===== config.mk =====
export PLATFORM = sky130hd
export DESIGN_NAME = part_label_gen
export DESIGN_NICKNAME = d
export VERILOG_FILES = /design/src/rtl/plg_pkg.sv /design/src/rtl/plg_src_select.sv /design/src/rtl/plg_xlat_table.sv /design/src/rtl/plg_label_reg.sv /design/src/rtl/part_label_gen.sv
export SDC_FILE = /design/constraint.sdc
export NUM_CORES = 1
export LEC_CHECK = 0
export BUFFER_PORTS_ARGS = -buffer_cell sky130_fd_sc_hd__buf_2
export CORE_ASPECT_RATIO = 0.8
export CORE_MARGIN = 2
export CORE_UTILIZATION = 55
export DETAILED_ROUTE_END_ITERATION = 10
export GPL_ROUTABILITY_DRIVEN = 0
export PLACE_DENSITY = 0.8
export SLEW_MARGIN = 10
export SYNTH_ARGS = -nofsm -noshare
export SYNTH_HDL_FRONTEND = slang
export SYNTH_SLANG_ARGS = --single-unit

===== constraint.sdc =====
create_clock -name clk -period 1.5 [get_ports clk]
set_input_delay 0.15 -clock clk [delete_from_list [all_inputs] [get_ports clk]]
set_output_delay 0.15 -clock clk [all_outputs]
set_load 0.02 [all_outputs]

===== src/rtl/plg_pkg.sv =====
package plg_pkg;
   localparam int REG_W       = 64;
   localparam int EN_BIT      = 63;
   localparam int ALT_BIT     = 54;
   localparam int PID_I_LSB   = 0;
   localparam int PID_D_LSB   = 16;
   localparam int PMG_I_LSB   = 32;
   localparam int PMG_D_LSB   = 40;
   localparam int PID_FIELD_W = 16;
   localparam int PMG_FIELD_W = 8;

   typedef enum logic {
      SRC_USER = 1'b0,
      SRC_KERN = 1'b1
   } src_e;
endpackage


===== src/rtl/plg_src_select.sv =====
module plg_src_select
   import plg_pkg::*;
#(
   parameter int PARTID_W = 16,
   parameter int PMG_W    = 8
) (
   input  logic                req_kernel,
   input  logic                req_fetch,
   input  logic                guest_app_lock,
   input  logic                host_trap_gen,
   input  logic [REG_W-1:0]    user_lbl_reg,
   input  logic [REG_W-1:0]    kern_lbl_reg,
   output src_e                src,
   output logic                sel_en,
   output logic [PARTID_W-1:0] raw_partid,
   output logic [PMG_W-1:0]    raw_pmg,
   output logic                alt_space
);
   logic [REG_W-1:0] sel_reg;

   always_comb begin
      if (req_kernel || (guest_app_lock && !host_trap_gen)) src = SRC_KERN;
      else                                                  src = SRC_USER;
   end

   assign sel_reg = (src == SRC_KERN) ? kern_lbl_reg : user_lbl_reg;
   assign sel_en  = sel_reg[EN_BIT];

   always_comb begin
      if (req_fetch) begin
         raw_partid = sel_reg[PID_I_LSB +: PARTID_W];
         raw_pmg    = sel_reg[PMG_I_LSB +: PMG_W];
      end else begin
         raw_partid = sel_reg[PID_D_LSB +: PARTID_W];
         raw_pmg    = sel_reg[PMG_D_LSB +: PMG_W];
      end
   end

   // one space choice governs both registers: it lives in the kernel one
   assign alt_space = kern_lbl_reg[ALT_BIT];
endmodule


===== src/rtl/plg_xlat_table.sv =====
module plg_xlat_table #(
   parameter int PARTID_W = 16,
   parameter int DEPTH    = 8
) (
   input  logic                     clk,
   input  logic                     rst_n,
   input  logic                     wr_en,
   input  logic [$clog2(DEPTH)-1:0] wr_idx,
   input  logic [PARTID_W-1:0]      wr_data,
   input  logic [PARTID_W-1:0]      vid,
   output logic [PARTID_W-1:0]      pid
);
   localparam int IDX_W = $clog2(DEPTH);

   logic [DEPTH-1:0][PARTID_W-1:0] entry_q;
   logic                           in_range;

   always_ff @(posedge clk or negedge rst_n) begin
      if (!rst_n) begin
         entry_q <= '0;
      end else begin
         for (int e = 0; e < DEPTH; e++) begin
            if (wr_en && (wr_idx == IDX_W'(e))) entry_q[e] <= wr_data;
         end
      end
   end

   generate
      if (PARTID_W > IDX_W) begin : g_range_chk
         assign in_range = (vid[PARTID_W-1:IDX_W] == '0);
      end else begin : g_full_cover
         assign in_range = 1'b1;
      end
   endgenerate

   assign pid = in_range ? entry_q[vid[IDX_W-1:0]] : '0;
endmodule


===== src/rtl/plg_label_reg.sv =====
module plg_label_reg #(
   parameter int PARTID_W = 16,
   parameter int PMG_W    = 8
) (
   input  logic                clk,
   input  logic                rst_n,
   input  logic                cap,
   input  logic [PARTID_W-1:0] partid_in,
   input  logic [PMG_W-1:0]    pmg_in,
   input  logic                alt_in,
   output logic                valid_q,
   output logic [PARTID_W-1:0] partid_q,
   output logic [PMG_W-1:0]    pmg_q,
   output logic                alt_q
);
   always_ff @(posedge clk or negedge rst_n) begin
      if (!rst_n) begin
         valid_q  <= 1'b0;
         partid_q <= '0;
         pmg_q    <= '0;
         alt_q    <= 1'b0;
      end else begin
         valid_q <= cap;
         if (cap) begin
            partid_q <= partid_in;
            pmg_q    <= pmg_in;
            alt_q    <= alt_in;
         end
      end
   end
endmodule


===== src/rtl/part_label_gen.sv =====
module part_label_gen
   import plg_pkg::*;
#(
   parameter int PARTID_W   = 16,
   parameter int PMG_W      = 8,
   parameter int XLAT_DEPTH = 8,
   parameter bit HAS_VMAP   = 1'b1
) (
   input  logic                          clk,
   input  logic                          rst_n,
   input  logic                          req_valid,
   input  logic                          req_kernel,
   input  logic                          req_fetch,
   input  logic                          guest_app_lock,
   input  logic                          host_trap_gen,
   input  logic                          kern_vmap_en,
   input  logic [63:0]                   user_lbl_reg,
   input  logic [63:0]                   kern_lbl_reg,
   input  logic                          tbl_wr_en,
   input  logic [$clog2(XLAT_DEPTH)-1:0] tbl_wr_idx,
   input  logic [PARTID_W-1:0]           tbl_wr_data,
   output logic                          lbl_valid,
   output logic [PARTID_W-1:0]           lbl_partid,
   output logic [PMG_W-1:0]              lbl_pmg,
   output logic                          lbl_alt
);
   localparam int IDX_W          = $clog2(XLAT_DEPTH);
   localparam logic [PARTID_W-1:0] DEF_PARTID = '0;
   localparam logic [PMG_W-1:0]    DEF_PMG    = '0;

   generate
      if (PARTID_W < 1 || PARTID_W > PID_FIELD_W) begin : g_bad_pid_w
         $error("PARTID_W must be 1..16");
      end
      if (PMG_W < 1 || PMG_W > PMG_FIELD_W) begin : g_bad_pmg_w
         $error("PMG_W must be 1..8");
      end
      if (XLAT_DEPTH < 2 || (1 << IDX_W) != XLAT_DEPTH) begin : g_bad_depth
         $error("XLAT_DEPTH must be a power of two of at least 2");
      end
      if (IDX_W > PARTID_W) begin : g_bad_idx
         $error("XLAT_DEPTH exceeds the PARTID space");
      end
   endgenerate

   src_e                src;
   logic                sel_en;
   logic [PARTID_W-1:0] raw_partid;
   logic [PMG_W-1:0]    raw_pmg;
   logic                alt_space;
   logic [PARTID_W-1:0] phys_partid;
   logic [PARTID_W-1:0] next_partid;
   logic [PMG_W-1:0]    next_pmg;

   plg_src_select #(.PARTID_W(PARTID_W), .PMG_W(PMG_W)) src_sel_i (
      .req_kernel     (req_kernel),
      .req_fetch      (req_fetch),
      .guest_app_lock (guest_app_lock),
      .host_trap_gen  (host_trap_gen),
      .user_lbl_reg   (user_lbl_reg),
      .kern_lbl_reg   (kern_lbl_reg),
      .src            (src),
      .sel_en         (sel_en),
      .raw_partid     (raw_partid),
      .raw_pmg        (raw_pmg),
      .alt_space      (alt_space)
   );

   generate
      if (HAS_VMAP) begin : g_vmap
         logic [PARTID_W-1:0] tbl_pid;
         plg_xlat_table #(.PARTID_W(PARTID_W), .DEPTH(XLAT_DEPTH)) xlat_i (
            .clk     (clk),
            .rst_n   (rst_n),
            .wr_en   (tbl_wr_en),
            .wr_idx  (tbl_wr_idx),
            .wr_data (tbl_wr_data),
            .vid     (raw_partid),
            .pid     (tbl_pid)
         );
         assign phys_partid = (kern_vmap_en && src == SRC_KERN) ? tbl_pid : raw_partid;
      end else begin : g_no_vmap
         assign phys_partid = raw_partid;
      end
   endgenerate

   assign next_partid = sel_en ? phys_partid : DEF_PARTID;
   assign next_pmg    = sel_en ? raw_pmg     : DEF_PMG;

   plg_label_reg #(.PARTID_W(PARTID_W), .PMG_W(PMG_W)) out_i (
      .clk       (clk),
      .rst_n     (rst_n),
      .cap       (req_valid),
      .partid_in (next_partid),
      .pmg_in    (next_pmg),
      .alt_in    (alt_space),
      .valid_q   (lbl_valid),
      .partid_q  (lbl_partid),
      .pmg_q     (lbl_pmg),
      .alt_q     (lbl_alt)
   );
endmodule


==> flow_summary.toml, run 1 <==
[logic_synthesis]
yosysWarnings = 0
synthDistinctLibCells = 52
synth_nets = 833
synth_edf_count = 0
syn_inst = 677
ys_seq_elements = 154
postSynthAreaPerCell_um2 = 11.7
synthTopCellsByArea = "dfrtp_1 (49%), mux2_2 (19%), nand3_1 (7.8%)"
synth_flop_cell = "dfrtp_1"
synth_area_um2 = 7920
ys_async_sr_fraction_pct = 100
synth_top_area_share_pct = 48.7
yosysSeqAreaShare_pct = 48.7
yosys.area.top_type = "dfrtp_1"

[timing]
period_share_pct = 117
worst_slew_margin_rel_pct = 56.5
min_period_ns = 1.76
fin_tns_setup_ns = -3.84
hold_viol = 0
tightest_slew_ns = 0.648
final.setup.worst_slack_ns = -0.256
grt_setup_unrepaired = "true"
max_freq_ghz = 0.570
slew_viol_final = 0
final-setup-viol-count = 16
skew_ns = 0.00778

[worst_setup_path]
reg2reg_slack_ns = 0.09
slowest_delay_ns = 0.55
crit_type = "input port to register"
cpMostUsedCell = "buf_6"
crit_required_ns = 1.84
slowest_stage = "mux4_2"
reg2reg_from = "g_vmap.xlat_i.entry_q[1]$_DFFE_PN0P_"
cp-start-kind = "input port"
cp_max_fo = 8
arrival_ns = 2.10
worstPathCellList = "buf_6 -> nor2b_4 -> nor2_4 -> buf_12 -> buf_8 -> mux4_2 -> nor4b_4 -> nand4_2 -> buf_6 -> o21ai_2"
path_buf_inv = 4
startpoint = "guest_app_lock"
crit_path_end_kind = "register"
crit_family = "simple AND/OR/NAND/NOR gates"

[route]
drcViolationCount = 0
antenna_left = 0
wire_per_inst_um = 22.7
vias = 6904
first_pass_iters = 5
dr.first_iter.drc_count = 656
wl_mm = 24.1
avgViaCountPerCell = 6.49

[power_and_ir_drop]
leakage_nw = 4.55
powerDensity_nw_per_um2 = 1210
total_power_w = 0.0125
ir_drop_v = 0.00105

[floorplan]
die-area_um2 = 15400
start_util_pct = 55.9
ios = 182
core_um2 = 14200
dieWidth_um = 138
die_h_um = 111
row_count = 39

[flow_run]
max_cap_violations = 0

[placed_design]
hpwl_mm = 16.3
io_buffers = 152

[clocking]
cts_tree = "built"
clock_path_buffers = 2
htreeDepth = 4
clk_pin_slew_ns = 0.06
worstSkewPairLatency_ns = 0.42
numCtsBuffers = 17
cts_sinks = 154
cts_root_buf = "clkbuf_16"

[layout]
diodes = 0
layout-drive-gt1-share_pct = 49.0
area_growth_pct = 29.7
final_nets = 1024

[outcome]
status = "finished, violations left"
violations = "setup timing"

[grt]
antenna_found_initial = 0
grt_usage_pct = 31.8
grt_pass1_wl_mm = 37.9
grt_max_degree = 60
grt_overflow = 0
grt_pass1_vias = 7021

[worst_hold_path]
hold_path.startpoint = "tbl_wr_data[9]"
hold_path_class = "input port to register"
[worst register-to-register path: cells and delay by family (launching register included)]
| kind | cells | cell delay (ns) |
|---|---|---|
| AO/OA/AOI/OAI | 3 | 0.73 |
| flip-flops | 1 | 0.38 |
| AND/OR/NAND/NOR | 1 | 0.18 |
[area by class of cell]
class	instances	area, µm²
clock buffer	23	478
tap	184	230
sequential	154	3850
timing repair buffer	226	1660
clock inverter	7	92.6
fill	885	3880
inverter	4	15.0
multi-input combinational	465	3940
[cells in the mapped netlist (3+ instances only)]
| library cell | n |
|---|---|
| a22o_1 | 9 |
| a22oi_1 | 12 |
| buf_2 | 5 |
| buf_6 | 3 |
| clkbuf_1 | 41 |
| dfrtp_1 | 154 |
| inv_1 | 4 |
| mux2_2 | 132 |
| mux2i_1 | 9 |
| mux4_1 | 6 |
| mux4_2 | 14 |
| nand2_1 | 15 |
| nand3_1 | 123 |
| nand4_1 | 16 |
| nand4b_1 | 3 |
| nor2_1 | 6 |
| nor3_1 | 4 |
| o21ai_0 | 68 |
| o21ai_1 | 8 |
| o21ai_2 | 3 |
[worst paths after layout]
kind,endpoint,depth (start not counted)
worst max-delay path,out_i.partid_q[6]$_DFFE_PN0P_,10
worst min-delay path,g_vmap.xlat_i.entry_q[25]$_DFFE_PN0P_,2
worst max register to register,out_i.partid_q[1]$_DFFE_PN0P_,4
worst min register to register,g_vmap.xlat_i.entry_q[89]$_DFFE_PN0P_,1
max in group asynchronous,g_vmap.xlat_i.entry_q[123]$_DFFE_PN0P_,3
min in group asynchronous,out_i.partid_q[10]$_DFFE_PN0P_,2
[per-stage QoR]
stage	cell area [µm²]	util, %	hold slack (ns)	worst slack [ns]	std cells
3_5_place_dp	9520	67.3	0.0824	-0.802	1022
3_3_place_gp	9520	67.3	0.0749	-0.656	1022
4_1_cts	10200	72.1	0.0496	-0.208	1057
6_report	10300	72.6	0.0647	-0.256	1063
5_1_grt	10300	72.6	0.0784	-0.332	1063
2_1_floorplan	8000	-	-0.146	-0.574	677
[cells in the final DEF (no fill, tap or decap), types with 6 or more instances in the layout]
cell / count
o21ai_2: 10
buf_4: 42
nand2_1: 15
nand4_1: 16
clkbuf_16: 17
a22o_1: 9
mux4_2: 17
nor2_1: 6
dfrtp_1: 154
buf_2: 150
nand3_1: 122
mux2_2: 132
mux2i_1: 9
a22oi_1: 12
buf_12: 24
o21ai_0: 64
[registers in the layout, summed over array words and instances (netlist names)]
register               flops
g_vmap.xlat_i.entry_q    128
out_i.partid_q            16
out_i.pmg_q                8
out_i.alt_q                1
out_i.valid_q              1
[routing by layer]
layer	share of wire (%)	global-route usage [%]	routed length (µm)	up-vias
met2	49	51.3	11700	425
met1	37	38.6	8960	3440
li1	-	-	-	2958
met4	4.2	16.9	1010	0
met3	10	10.1	2420	81
met5	0	0	0	-
[where the power goes]
| group | switching, W | internal, W |
|---|---|---|
| Combinational | 0.00144 | 0.00144 |
| Clock | 0.00159 | 0.00256 |
| Sequential | 0.000445 | 0.00499 |
[logic make-up after synthesis]
group	Yosys count	share of synthesized area [%]
mux	161	25.9
flops	154	48.7
compound gates	123	9.55
buf+inv	58	3.43
simple gates	181	12.5
[timing repair]
item,4_1_cts,5_1_grt
endpoints found under the hold margin,83,0
resized for setup,20,8
hold buffers,3,0
pin swaps,3,13
endpoints found under the setup margin,16,16
setup buffers,2,6
No activity file was read; power rests on OpenSTA's default activity.
==> inputs of run 2 (changes only) <==
CAP_MARGIN = 40   (was not set)
TNS_END_PERCENT = 30   (was not set)
==> flow_summary.toml, run 2 (synthesis gave the netlist of run 1 again) <==
[outcome]
status = "finished, violations left"
violations = "setup timing"

[worst_setup_path]
cp-start-kind = "input port"
crit_required_ns = 1.85
crit_type = "input port to register"
slowest_stage = "mux4_1"
cp_max_fo = 6
worstPathCellList = "buf_6 -> nor2b_4 -> nor2_4 -> buf_6 -> mux4_1 -> nor4_2 -> nand4_2 -> buf_6 -> o21ai_4"
cpMostUsedCell = "buf_6"
crit_path_end_kind = "register"
arrival_ns = 2.15
reg2reg_slack_ns = 0.17
slowest_delay_ns = 0.63

[route]
dr.first_iter.drc_count = 714
drcViolationCount = 0
avgViaCountPerCell = 6.55
wl_met1_mm = 9.21
antenna_left = 0
first_pass_iters = 7
vias = 6972
wire_per_inst_um = 23.0
topRoutingLayerUsed = "met4"
wl_mm = 24.5
met3WireLength_mm = 2.29
wl_met2_mm = 12.1

[floorplan]
ios = 182
dieWidth_um = 138
row_count = 39
die-area_um2 = 15400
die_h_um = 111
start_util_pct = 55.9
core_um2 = 14200

[clocking]
numCtsBuffers = 17
cts_tree = "built"
cts_root_buf = "clkbuf_16"
cts_sinks = 154
clock_path_buffers = 2
clk_pin_slew_ns = 0.06
htreeDepth = 4
worstSkewPairLatency_ns = 0.43

[layout]
final_core_util_pct = 72.1
final_area_um2 = 10200
top_register = "g_vmap.xlat_i.entry_q"
seq_area_um2 = 3850
layout_commonest_cell = "dfrtp_1"
final_cell_mix = "dfrtp_1 (154), buf_2 (150), mux2_2 (132), nand3_1 (123), o21ai_0 (64)"
reg_top3 = "g_vmap.xlat_i.entry_q: 128 flops, out_i.partid_q: 16 flops, out_i.pmg_q: 8 flops"
multi_input_area_um2 = 3910
area_growth_pct = 28.9
largest_register_ffs = 128
layout-drive-gt1-share_pct = 48.7
final_nets = 1024
nFillCells = 900

[grt]
grt_usage_pct = 32.5
grt_overflow = 0
antenna_found_initial = 1
grt_pass1_vias = 7280
grt_max_degree = 44
grt_pass1_wl_mm = 38.7

[timing]
skew_ns = 0.00781
slew_viol_final = 0
fin_tns_setup_ns = -4.49
max_freq_ghz = 0.554
whs_ns = 0.0459
worst_slew_margin_rel_pct = 70.7
min_period_ns = 1.81
final-setup-viol-count = 16
final.setup.worst_slack_ns = -0.306
period_share_pct = 120
tightest_slew_ns = 0.439
grt_setup_unrepaired = "true"
hold_viol = 0

[power_and_ir_drop]
powerDensity_nw_per_um2 = 1240
leakage_nw = 4.54
ir_drop_v = 0.000943

[worst_hold_path]
hold_path_class = "input port to register"

[placed_design]
placed_area_um2 = 9490
io_buffers = 152
hpwl_mm = 16.5

[flow_run]
max_cap_violations = 0
## run 2: per-layer routing
layer / up-vias / track usage, %
met5: - / 0
met3: 80 / 9.89
met2: 449 / 54.3
met4: 0 / 13.5
met1: 3484 / 39.7
li1: 2959 / -
## run 2: worst paths after layout
kind                                                  startpoint                                    end  cells after the start
max reg2reg                 g_vmap.xlat_i.entry_q[1]$_DFFE_PN0P_          out_i.partid_q[1]$_DFFE_PN0P_                      4
max                                               guest_app_lock          out_i.partid_q[4]$_DFFE_PN0P_                      9
max in group asynchronous                                  rst_n  g_vmap.xlat_i.entry_q[66]$_DFFE_PN0P_                      3
min reg2reg                g_vmap.xlat_i.entry_q[82]$_DFFE_PN0P_  g_vmap.xlat_i.entry_q[82]$_DFFE_PN0P_                      1
min in group asynchronous                                  rst_n  g_vmap.xlat_i.entry_q[44]$_DFFE_PN0P_                      2
min                                                    req_valid                out_i.alt_q$_DFFE_PN0P_                      2
## run 2: repair_timing
action | in CTS | in global routing
endpoints found under the hold margin | 66 | 0
pin swaps | 13 | 4
setup endpoints to repair | 16 | 16
gates resized for setup | 20 | 5
hold buffers | 3 | 0
buffers inserted | 1 | 2
## run 2: cell type report
type	instances	share of cell area, %
multi-input cells	465	38.4
flip-flops and latches	154	37.8
repair buffers	226	15.6
clock buffers	23	4.68
well taps	184	2.26
clock inverters	7	1.14
inverters	4	0.147
diodes	2	0.0490
## run 2: stage by stage
stage | std cells | power (W) | worst slack, ns
final | 1065 | 0.0127 | -0.306
after global routing | 1064 | 0.0132 | -0.341
after CTS | 1061 | 0.0126 | -0.278
after detailed placement | 1027 | 0.00820 | -0.791
after global placement | 1027 | 0.00799 | -0.647
after floorplan | 677 | 0.00703 | -0.574
## run 2: worst max-delay path: cells and delay by family
kind	cells	cell delay, ns
AND/OR/NAND/NOR	4	0.80
multiplexers	1	0.63
AO/OA/AOI/OAI	1	0.13
buffers and inverters	3	0.45
## run 2: report_power, final
part           internal (W)  total [W]  switching [W]  leakage (nW)
sequential          0.00499    0.00544       0.000450          1.88
combinational       0.00141    0.00284        0.00143          2.38
clock               0.00273    0.00438        0.00165         0.289
total               0.00913     0.0127        0.00354          4.54
==> inputs of run 3 (changes only) <==
CORE_ASPECT_RATIO = 1.5   (was 0.8)
==> flow_summary.toml, run 3 (synthesis gave the netlist of run 1 again) <==
[route]
drcViolationCount = 0
wl_mm = 26.5
wire_per_inst_um = 24.5
avgViaCountPerCell = 6.69
vias = 7257
antenna_left = 0
first_pass_iters = 7
dr.first_iter.drc_count = 738

[clocking]
htreeDepth = 4
clock_path_buffers = 2
worstSkewPairLatency_ns = 0.42
clk_pin_slew_ns = 0.07
cts_sinks = 154
cts_root_buf = "clkbuf_16"
numCtsBuffers = 17
cts_tree = "built"

[layout]
largest_register_ffs = 128
final_nets = 1035
nFillCells = 888
final_area_um2 = 10300
final_core_util_pct = 73.2
layout_commonest_cell = "dfrtp_1"
diodes = 0
seq_area_um2 = 3850
top_register = "g_vmap.xlat_i.entry_q"
multi_input_area_um2 = 3920
reg_top3 = "g_vmap.xlat_i.entry_q: 128 flops, out_i.partid_q: 16 flops, out_i.pmg_q: 8 flops"
final_cell_mix = "dfrtp_1 (154), buf_2 (150), mux2_2 (132), nand3_1 (122), o21ai_0 (64)"
final_cells = 1084
area_growth_pct = 30.0
layout-drive-gt1-share_pct = 49.9

[worst_setup_path]
cpMostUsedCell = "buf_6"
crit_path_end_kind = "register"
crit_family = "simple AND/OR/NAND/NOR gates"
cp_max_fo = 8
slowest_stage = "mux4_2"
path_buf_inv = 4
crit_type = "input port to register"
startpoint = "guest_app_lock"
worstPathCellList = "buf_8 -> nor2b_4 -> nor2_4 -> buf_12 -> buf_6 -> mux4_2 -> nor4_4 -> nand4_2 -> buf_6 -> o21ai_2"
crit_required_ns = 1.85
arrival_ns = 2.20
slowest_delay_ns = 0.55
reg2reg_from = "g_vmap.xlat_i.entry_q[1]$_DFFE_PN0P_"
cp-start-kind = "input port"

[timing]
grt_setup_unrepaired = "true"
tightest_slew_ns = 0.807
skew_ns = 0.00618
whs_ns = 0.0509
period_share_pct = 124
hold_viol = 0
max_freq_ghz = 0.538
worst_slew_margin_rel_pct = 46.2
final.setup.worst_slack_ns = -0.357
min_period_ns = 1.86
fin_tns_setup_ns = -5.07
final-setup-viol-count = 16
slew_viol_final = 0

[floorplan]
die-area_um2 = 15400
core_um2 = 14100
die_h_um = 151
ios = 182
row_count = 53
dieWidth_um = 102
start_util_pct = 56.3

[power_and_ir_drop]
leakage_nw = 4.58
ir_drop_v = 0.000756
powerDensity_nw_per_um2 = 1220

[placed_design]
hpwl_mm = 16.9
placed_area_um2 = 9590
io_buffers = 152
placed_cells_incl_taps = 1044

[grt]
grt_pass1_vias = 7501
grt_pass1_wl_mm = 41.1
grt_overflow = 0
antenna_found_initial = 2
grt_usage_pct = 35.9
grt_max_degree = 56

[worst_hold_path]
hold_path_class = "input port to register"
hold_path.startpoint = "req_valid"

[flow_run]
max_cap_violations = 0

[outcome]
status = "finished, violations left"
violations = "setup timing"
[run 3: changes by cell type in the layout (fill, tap and decap cells not counted), moves of 2 or more]
cell | before | now
buf_12 | 19 | 22
buf_4 | 47 | 57
buf_6 | 7 | 5
bufinv_16 | 3 | 0
clkbuf_1 | 3 | 0
clkbuf_8 | 3 | 0
clkinv_2 | 2 | 0
clkinvlp_4 | 1 | 6
diode_2 | 2 | 0
inv_6 | 0 | 6
o21ai_1 | 0 | 2
[run 3: worst paths after layout]
| check | end | slack, ns | depth (start not counted) |
|---|---|---|---|
| setup / recovery | out_i.partid_q[10]$_DFFE_PN0P_ | -0.36 | 10 |
| hold / removal | out_i.valid_q$_DFF_PN0_ | 0.05 | 2 |
| setup reg to reg | out_i.partid_q[1]$_DFFE_PN0P_ | 0.05 | 4 |
| hold reg to reg | g_vmap.xlat_i.entry_q[117]$_DFFE_PN0P_ | 0.50 | 1 |
| max in group asynchronous | g_vmap.xlat_i.entry_q[90]$_DFFE_PN0P_ | 0.70 | 3 |
| min in group asynchronous | g_vmap.xlat_i.entry_q[62]$_DFFE_PN0P_ | 0.19 | 2 |
[run 3: cell type report]
class / count / area share (%)
clock buffer: 17 / 4.13
clock inverter: 15 / 1.30
inverter: 4 / 0.146
multi-input combinational: 465 / 38.0
sequential: 154 / 37.4
tap: 192 / 2.33
timing repair buffer: 237 / 16.6
[run 3: metrics by stage]
| step | power, W | setup WS [ns] |
|---|---|---|
| floorplan | 0.00703 | -0.574 |
| global placement | 0.00805 | -0.735 |
| finish | 0.0125 | -0.357 |
| global route | 0.0130 | -0.372 |
| CTS | 0.0124 | -0.305 |
| detailed placement | 0.00826 | -0.875 |
[run 3: repair_timing]
item                       4_1_cts  5_1_grt
setup endpoints to repair       16       17
hold endpoints to repair       155        0
gates resized for setup         20        4
pin swaps                       14        5
buffers inserted                 4        1
hold buffers                     2        0
[run 3: layer usage]
metal	up-vias	part of all wire (%)	GRT usage [%]
li1	2984	-	-
met1	3552	33	38.8
met5	-	0.042	0
met3	168	11	12.7
met2	551	49	58.4
met4	2	7.6	24.3
[run 3: worst reg2reg max path: cells and delay by family (launching register included)]
kind | cells | cell delay (ns)
compound gates | 3 | 0.76
flops | 1 | 0.40
simple gates | 1 | 0.17
[run 3: power by group]
group | total (W) | internal [W] | switching [W]
clock network | 0.00409 | 0.00217 | 0.00191
logic | 0.00296 | 0.00145 | 0.00151
registers | 0.00547 | 0.00499 | 0.000484
